**src/rtl/flash_prog_pkg.sv**
```systemverilog
package flash_prog_pkg;

    localparam int BUS_AW = 16;
    localparam int BUS_DW = 16;

    localparam logic [BUS_AW-1:0] UNLOCK_ADDR_A = 16'hAAAA;
    localparam logic [BUS_AW-1:0] UNLOCK_ADDR_B = 16'h5554;
    localparam logic [7:0]        KEY_FIRST     = 8'hAA;
    localparam logic [7:0]        KEY_SECOND    = 8'h55;
    localparam logic [7:0]        OP_PROGRAM    = 8'hA0;
    localparam logic [7:0]        OP_READRESET  = 8'hF0;

    typedef logic [BUS_DW-1:0] word_t;

    typedef enum logic [1:0] {
        DEC_IDLE,
        DEC_KEY1,
        DEC_KEY2,
        DEC_ARMED
    } dec_state_e;

    typedef enum logic [1:0] {
        ENG_READ,
        ENG_BUSY,
        ENG_FAIL
    } eng_state_e;

    typedef struct packed {
        logic poll_n;
        logic toggle;
        logic expired;
    } flag_t;

    function automatic word_t status_word(input flag_t f);
        return {8'h00, f.poll_n, f.toggle, f.expired, 5'b00000};
    endfunction

    // Mix a salt into a word; the low mask bit is always set, so the
    // result always differs from the clean word.
    function automatic word_t scramble(input word_t clean, input logic [15:0] salt);
        return clean ^ {salt[14:0], 1'b1};
    endfunction

endpackage

```
**src/rtl/flash_cmd_decoder.sv**
```systemverilog
module flash_cmd_decoder
    import flash_prog_pkg::*;
(
    input  logic              clk,
    input  logic              rst,
    input  logic              bus_we,
    input  logic [BUS_AW-1:0] bus_addr,
    input  logic [7:0]        cmd_byte,
    input  logic              eng_idle,
    input  logic              eng_failed,
    output logic              launch,
    output logic              reset_cmd,
    output dec_state_e        dec_state
);

    dec_state_e st, nx;

    always_comb begin
        nx = st;
        if (!eng_idle) begin
            nx = DEC_IDLE;
        end else if (bus_we) begin
            unique case (st)
                DEC_IDLE:  nx = (bus_addr == UNLOCK_ADDR_A && cmd_byte == KEY_FIRST)
                                ? DEC_KEY1 : DEC_IDLE;
                DEC_KEY1:  nx = (bus_addr == UNLOCK_ADDR_B && cmd_byte == KEY_SECOND)
                                ? DEC_KEY2 : DEC_IDLE;
                DEC_KEY2:  nx = (bus_addr == UNLOCK_ADDR_A && cmd_byte == OP_PROGRAM)
                                ? DEC_ARMED : DEC_IDLE;
                DEC_ARMED: nx = DEC_IDLE;
                default:   nx = DEC_IDLE;
            endcase
        end
    end

    always_ff @(posedge clk) begin
        if (rst) st <= DEC_IDLE;
        else     st <= nx;
    end

    assign launch    = eng_idle && bus_we && (st == DEC_ARMED);
    assign reset_cmd = eng_failed && bus_we && (cmd_byte == OP_READRESET);
    assign dec_state = st;

endmodule

```
**src/rtl/flash_word_array.sv**
```systemverilog
module flash_word_array
    import flash_prog_pkg::*;
#(
    parameter  int WORDS = 64,
    localparam int IDX_W = $clog2(WORDS)
) (
    input  logic             clk,
    input  logic             erase_all,
    input  logic             wr_en,
    input  logic [IDX_W-1:0] wr_idx,
    input  word_t            wr_data,
    input  logic [IDX_W-1:0] rd_idx_bus,
    output word_t            rd_bus,
    input  logic [IDX_W-1:0] rd_idx_tgt,
    output word_t            rd_tgt
);

    word_t cells [WORDS];

    // Non-volatile contents: no reset, only erase and word writes.
    always_ff @(posedge clk) begin
        for (int i = 0; i < WORDS; i++) begin
            if (erase_all)
                cells[i] <= '1;
            else if (wr_en && wr_idx == IDX_W'(i))
                cells[i] <= wr_data;
        end
    end

    assign rd_bus = cells[rd_idx_bus];
    assign rd_tgt = cells[rd_idx_tgt];

endmodule

```
**src/rtl/flash_prog_seq.sv**
```systemverilog
module flash_prog_seq
    import flash_prog_pkg::*;
#(
    parameter  int WORDS        = 64,
    parameter  int PROG_CYCLES  = 16,
    parameter  int LIMIT_CYCLES = 200,
    localparam int IDX_W        = $clog2(WORDS),
    localparam int CNT_W        = $clog2(LIMIT_CYCLES + 1)
) (
    input  logic             clk,
    input  logic             rst,
    input  logic             launch,
    input  logic [IDX_W-1:0] launch_idx,
    input  logic             launch_odd,
    input  word_t            launch_data,
    input  logic             reset_cmd,
    input  logic             bus_re,
    input  word_t            old_word,
    output eng_state_e       eng_state,
    output logic [IDX_W-1:0] tgt_idx,
    output logic             need_fail,
    output logic             tog,
    output logic             wr_en,
    output word_t            wr_data,
    output word_t            status
);

    eng_state_e       st;
    logic [CNT_W-1:0] cnt;
    word_t            tgt_data;
    logic             fin_ok, fin_bad;
    word_t            merged;
    flag_t            flags;

    assign merged    = old_word & tgt_data;
    assign need_fail = |(tgt_data & ~old_word);
    assign fin_ok    = (st == ENG_BUSY) && !need_fail && (cnt == CNT_W'(PROG_CYCLES - 1));
    assign fin_bad   = (st == ENG_BUSY) &&  need_fail && (cnt == CNT_W'(LIMIT_CYCLES - 1));

    // A reset that lands on a busy cycle leaves the target word scrambled.
    assign wr_en   = (st == ENG_BUSY) && (rst || fin_ok || fin_bad);
    assign wr_data = rst ? scramble(merged, 16'(cnt)) : merged;

    assign flags.poll_n  = ~tgt_data[7];
    assign flags.toggle  = tog;
    assign flags.expired = (st == ENG_FAIL);
    assign status        = status_word(flags);

    always_ff @(posedge clk) begin
        if (rst) begin
            st       <= ENG_READ;
            cnt      <= '0;
            tog      <= 1'b0;
            tgt_idx  <= '0;
            tgt_data <= '0;
        end else begin
            unique case (st)
                ENG_READ: begin
                    if (launch) begin
                        tgt_idx  <= launch_idx;
                        tgt_data <= launch_data;
                        cnt      <= '0;
                        tog      <= 1'b0;
                        st       <= launch_odd ? ENG_FAIL : ENG_BUSY;
                    end
                end
                ENG_BUSY: begin
                    cnt <= cnt + 1'b1;
                    if (bus_re) tog <= ~tog;
                    if (fin_ok)       st <= ENG_READ;
                    else if (fin_bad) st <= ENG_FAIL;
                end
                ENG_FAIL: begin
                    if (reset_cmd) st <= ENG_READ;
                end
                default: st <= ENG_READ;
            endcase
        end
    end

    assign eng_state = st;

endmodule

```
**src/rtl/flash_prog_engine.sv**
```systemverilog
module flash_prog_engine
    import flash_prog_pkg::*;
#(
    parameter int WORDS        = 64,
    parameter int PROG_CYCLES  = 16,
    parameter int LIMIT_CYCLES = 200
) (
    input  logic        clk,
    input  logic        rst,
    input  logic [15:0] bus_addr,
    input  logic [15:0] bus_wdata,
    input  logic        bus_we,
    input  logic        bus_re,
    input  logic        erase_all,
    output logic [15:0] bus_rdata
);

    localparam int IDX_W = $clog2(WORDS);

    eng_state_e       eng_state;
    dec_state_e       dec_state;
    logic             launch, launch_odd, reset_cmd;
    logic [IDX_W-1:0] bus_idx, tgt_idx;
    logic             need_fail, tog;
    logic             mem_we;
    word_t            mem_wdata, tgt_old, bus_word, status;

    assign bus_idx    = bus_addr[IDX_W:1];
    assign launch_odd = bus_addr[0];

    flash_cmd_decoder u_dec (
        .clk        (clk),
        .rst        (rst),
        .bus_we     (bus_we),
        .bus_addr   (bus_addr),
        .cmd_byte   (bus_wdata[7:0]),
        .eng_idle   (eng_state == ENG_READ),
        .eng_failed (eng_state == ENG_FAIL),
        .launch     (launch),
        .reset_cmd  (reset_cmd),
        .dec_state  (dec_state)
    );

    flash_prog_seq #(
        .WORDS        (WORDS),
        .PROG_CYCLES  (PROG_CYCLES),
        .LIMIT_CYCLES (LIMIT_CYCLES)
    ) u_seq (
        .clk         (clk),
        .rst         (rst),
        .launch      (launch),
        .launch_idx  (bus_idx),
        .launch_odd  (launch_odd),
        .launch_data (bus_wdata),
        .reset_cmd   (reset_cmd),
        .bus_re      (bus_re),
        .old_word    (tgt_old),
        .eng_state   (eng_state),
        .tgt_idx     (tgt_idx),
        .need_fail   (need_fail),
        .tog         (tog),
        .wr_en       (mem_we),
        .wr_data     (mem_wdata),
        .status      (status)
    );

    flash_word_array #(
        .WORDS (WORDS)
    ) u_mem (
        .clk        (clk),
        .erase_all  (erase_all),
        .wr_en      (mem_we),
        .wr_idx     (tgt_idx),
        .wr_data    (mem_wdata),
        .rd_idx_bus (bus_idx),
        .rd_bus     (bus_word),
        .rd_idx_tgt (tgt_idx),
        .rd_tgt     (tgt_old)
    );

    always_ff @(posedge clk) begin
        if (rst)
            bus_rdata <= '0;
        else if (bus_re)
            bus_rdata <= (eng_state == ENG_READ) ? bus_word : status;
    end

endmodule

```
**config.mk**
```make
export PLATFORM = sky130hd
export DESIGN_NAME = flash_prog_engine
export DESIGN_NICKNAME = d
export VERILOG_FILES = /design/src/rtl/flash_prog_pkg.sv /design/src/rtl/flash_cmd_decoder.sv /design/src/rtl/flash_word_array.sv /design/src/rtl/flash_prog_seq.sv /design/src/rtl/flash_prog_engine.sv
export SDC_FILE = /design/constraint.sdc
export NUM_CORES = 2
export LEC_CHECK = 0
export BUFFER_PORTS_ARGS = -buffer_cell sky130_fd_sc_hd__buf_2
export CAP_MARGIN = 15
export CORE_ASPECT_RATIO = 0.75
export CORE_MARGIN = 2
export CORE_UTILIZATION = 25
export DETAILED_ROUTE_END_ITERATION = 7
export HOLD_SLACK_MARGIN = 0.05
export PLACE_DENSITY = 0.38
export SLEW_MARGIN = 20
export SYNTH_ARGS = -nofsm -noshare
export SYNTH_HDL_FRONTEND = slang
export SYNTH_HIERARCHICAL = 1
export SYNTH_SLANG_ARGS = --single-unit
export TNS_END_PERCENT = 100
```
**constraint.sdc**
```tcl
create_clock -name clk -period 5.3 [get_ports clk]
set_input_delay 0.53 -clock clk [delete_from_list [all_inputs] [get_ports clk]]
set_output_delay 0.53 -clock clk [all_outputs]
set_load 0.02 [all_outputs]
```
==> impl_results.md <==
- P per Cell Area: 286 mW/mm2
- Status: finished with violations
- IO buf count: 52
- Seq/Total Area, Yosys: a little over half
- Via count: 39400
- DP Worst Slack: -0.687 ns
- Routed length per instance: 34.5 um
- Relative slew slack: 10.2%
- RSZ-0062 raised after global routing: yes
- Crit-path slowest cell: o22ai_1
- First-pass GRT wire length: 343000 um
- Synth Area in Adders: 0.0215%
- Hold Crit Class: primary input to flop
- Hold slack: 0.197 ns
- Clk_skew: 0.0337 ns
- Drc violations: 0
- Slew Viols, Final: 0
- Final setup fails: 89
- Final period util: 101%
- CP Data Arrival Time: 5.87 ns
- Fraction of registers with async set or reset after synthesis: 0%
- Number of warnings issued by yosys: 6
- Initial Util: between 20 and 30%
- Cts bufs inserted: 120
- Pin count of the biggest net entering global routing: 81
- Area of the multi-input gates: 0.0254 mm2
- Most common library cells after synthesis: edfxtp_1, or2_2, mux4_2, or3_1, clkbuf_1
- Detailed-route wire length: 258000 um
- CP cell instances: buf_4 -> nand3_1 -> o22ai_1 -> nor3_2 -> o221ai_1 -> inv_1 -> a2111oi_4 -> nand4_2 -> mux2i_2 -> o21a_2 -> buf_12 -> buf_6 -> nand3_4 -> buf_6 -> nor2_4 -> buf_12 -> buf_12 -> nand2_8 -> buf_12 -> or2_2
- Synth Flop Type: edfxtp_1
- Nets: 4290
- Crit path required time: 5.83 ns
- Max Buffers Root-to-Sink: 3
- GRT Resource Usage Total: 21.0%
- Final setup margin: -0.0408 ns
- Area Overhead vs Synth: 24.2%
- Worst-Skew Late Latency: 0.78 ns
- MaxCap Viol Count: 0
- Synth top area share: a little over half
- Final weighted congestion in routability-driven placement: 0.886
- Detailed Routing Iterations Pass 1: 6
- Mux cell area share after synthesis: 22.7%
- Fin util: a little under a third
- Leading area contributor after synthesis: edfxtp_1
- CTS tree: built
- Root buffer cell: clkbuf_16
- Initial antenna violation count: 34
- Most common cell in the netlist: edfxtp_1
- Clock Pin Slew Worst Setup and Hold Paths: 0.07 ns
- Final Hold Viols: 0
- Row count: 153
- FMAX: 187 MHz
- Width of the die: around 560 um
- IO Pins: 53
- Largest stage delay on the critical path: 0.86 ns
- Ranking of synthesized cells by area: edfxtp_1, mux4_2, or2_2
- Vias in the first global route: 37400
- CP Launch Type: flop
- Syn Inst Count: 3968
- Placed cell count: 7155
- Die Area: 0.236 mm2
- CP Capture Type: flop
- Pleak: 23.3 nW
- Register bit count reported by yosys: 1075
- Most frequent cell on the critical path: buf_12
- Xor/xnor share of the synthesized area: less than 1%
- Syn Area/Cell: 14.6 um2
- Core Box Area: approximately 0.23 mm2
- Maximum vdd ir drop: 0.243 mV
- Post-Layout Cell Count: 7472
- Synthesized cell area: 0.0581 mm2
- Min Tclk post-route: ~5.3 ns
- Reg area: approximately 0.032 mm2
- H-tree Lvls: 3
- Filler Cells Inserted: 22700
- CP Class: flop to flop
- Critical Path Fanout Max: 8
- Die extent in y: 421 um
- Layout cells sized above 1: 49.5%
- Slew @ Worst Pin: 1.35 ns
- Largest family of logic cells by synthesized area: multiplexers
- Violated checks: setup timing
- Iteration-0 DRC Markers: 5383
- Compound-cell area share of the yosys netlist: under 10%
- Post-Synth Simple-Gate Area: 14.4%
- Vias per Instance: 5.27
- GRT overflow: 0
- EDFF count, synth: 1024
- Final ANT Viol Nets: 0
- Distinct cells, synth: 74
- Hpwl dp: between 150000 and 200000 um
- CTS sink count: 1075
[kinds of logic after synthesis]
| kind of cell | after synthesis |
|---|---|
| AND/OR/NAND/NOR | 1395 |
| flip-flops | 1075 |
| buffers and inverters | 459 |
| XOR/XNOR | 9 |
| multiplexers | 669 |
| adder cells (fa/ha/maj) | 1 |
| other | 1 |
| AO/OA/AOI/OAI | 359 |
[report_power, final]
part / total (mW) / leakage, nW / switching [mW] / internal (mW)
Clock: 8.86 / 1.94 / 3.83 / 5.03
Sequential: 9.92 / 10.7 / 0.233 / 9.68
Combinational: 1.83 / 10.7 / 1.06 / 0.774
[critical path, delay by kind of cell, from the launching register on]
kind	cells	cell delay, ns
AOI/OAI and AO/OA	4	1.63
and+or+nand+nor	7	1.38
buffers and inverters	8	1.22
DFF	1	0.55
muxes	1	0.25
[path summary, 6_finish.rpt]
kind	startpoint	endpoint	slack, ns	cells after the start
worst max-delay path	u_seq/tgt_idx[3]	u_mem/cells[53][1]	-0.04	20
worst min-delay path	rst	u_seq/tog	0.20	2
worst max register to register	u_seq/tgt_idx[3]	u_mem/cells[53][1]	-0.04	20
worst min register to register	bus_rdata[6]	bus_rdata[6]	0.48	2
[flip-flops by register name, indices dropped and copies added, names as in the netlist]
| name | flops |
|---|---|
| u_dec/dec_state | 2 |
| u_seq/eng_state | 2 |
| bus_rdata | 16 |
| u_mem/cells | 1024 |
| u_seq/tog | 1 |
| u_seq/tgt_idx | 6 |
| u_seq/cnt | 8 |
| u_seq/tgt_data | 16 |
[per-stage QoR]
stage / cell area, um2 / setup TNS (ns) / power [mW]
2_1_floorplan: 58100 / 0 / 10.9
3_3_place_gp: 66000 / -910.58 / 11.9
3_5_place_dp: 66100 / -915.90 / 11.9
4_1_cts: 70700 / -0.00473 / 20.7
5_1_grt: 72100 / -12.41 / 21.2
6_report: 72100 / -1.19 / 20.6
[final cells by class]
class | count | area share (%)
multi-input cells | 2446 | 35.3
well taps | 3100 | 5.38
repair buffers | 602 | 9.65
diodes | 16 | 0.0555
clock inverters | 76 | 1.16
clock buffers | 150 | 4.37
flip-flops and latches | 1075 | 44.1
inverters | 7 | 0.0364
[cells in the final DEF, fill, tap and decap left out, types with 17 or more instances in the layout]
cell | netlist | routed
o22ai_1 | 38 | 37
clkinv_1 | 0 | 25
nor2_1 | 56 | 48
buf_6 | 8 | 20
mux2i_1 | 130 | 120
nand2_1 | 141 | 117
clkbuf_1 | 284 | 26
clkinv_2 | 0 | 21
a21o_1 | 44 | 44
clkbuf_16 | 0 | 135
mux2_2 | 21 | 21
or2_2 | 707 | 589
a21oi_1 | 53 | 53
buf_4 | 44 | 325
buf_12 | 0 | 160
or2_4 | 0 | 122
dfxtp_1 | 51 | 46
dlygate4sd3_1 | 0 | 17
o21ai_0 | 32 | 32
bufinv_16 | 0 | 17
mux4_2 | 518 | 518
a22oi_1 | 63 | 60
or3_1 | 336 | 334
edfxtp_1 | 1024 | 1024
o21bai_2 | 0 | 20
buf_2 | 77 | 49
[what timing repair did]
item | in CTS | in global routing
gates cloned | 5 | 16
gates resized for setup | 61 | 228
pin swaps | 3 | 10
hold buffers | 17 | 0
setup endpoints to repair | 2048 | 1077
buffers inserted | 10 | 26
endpoints found under the hold margin | 18 | 0
[per-layer routing]
metal	global-route usage, %	vias to the layer above	wire, um
met3	4.35	240	23600
met2	29.2	1866	106000
met4	4.03	4	5390
met1	33.0	21200	122000
li1	-	16100	-
met5	0	-	27
Power figures use the tool's default switching activity.
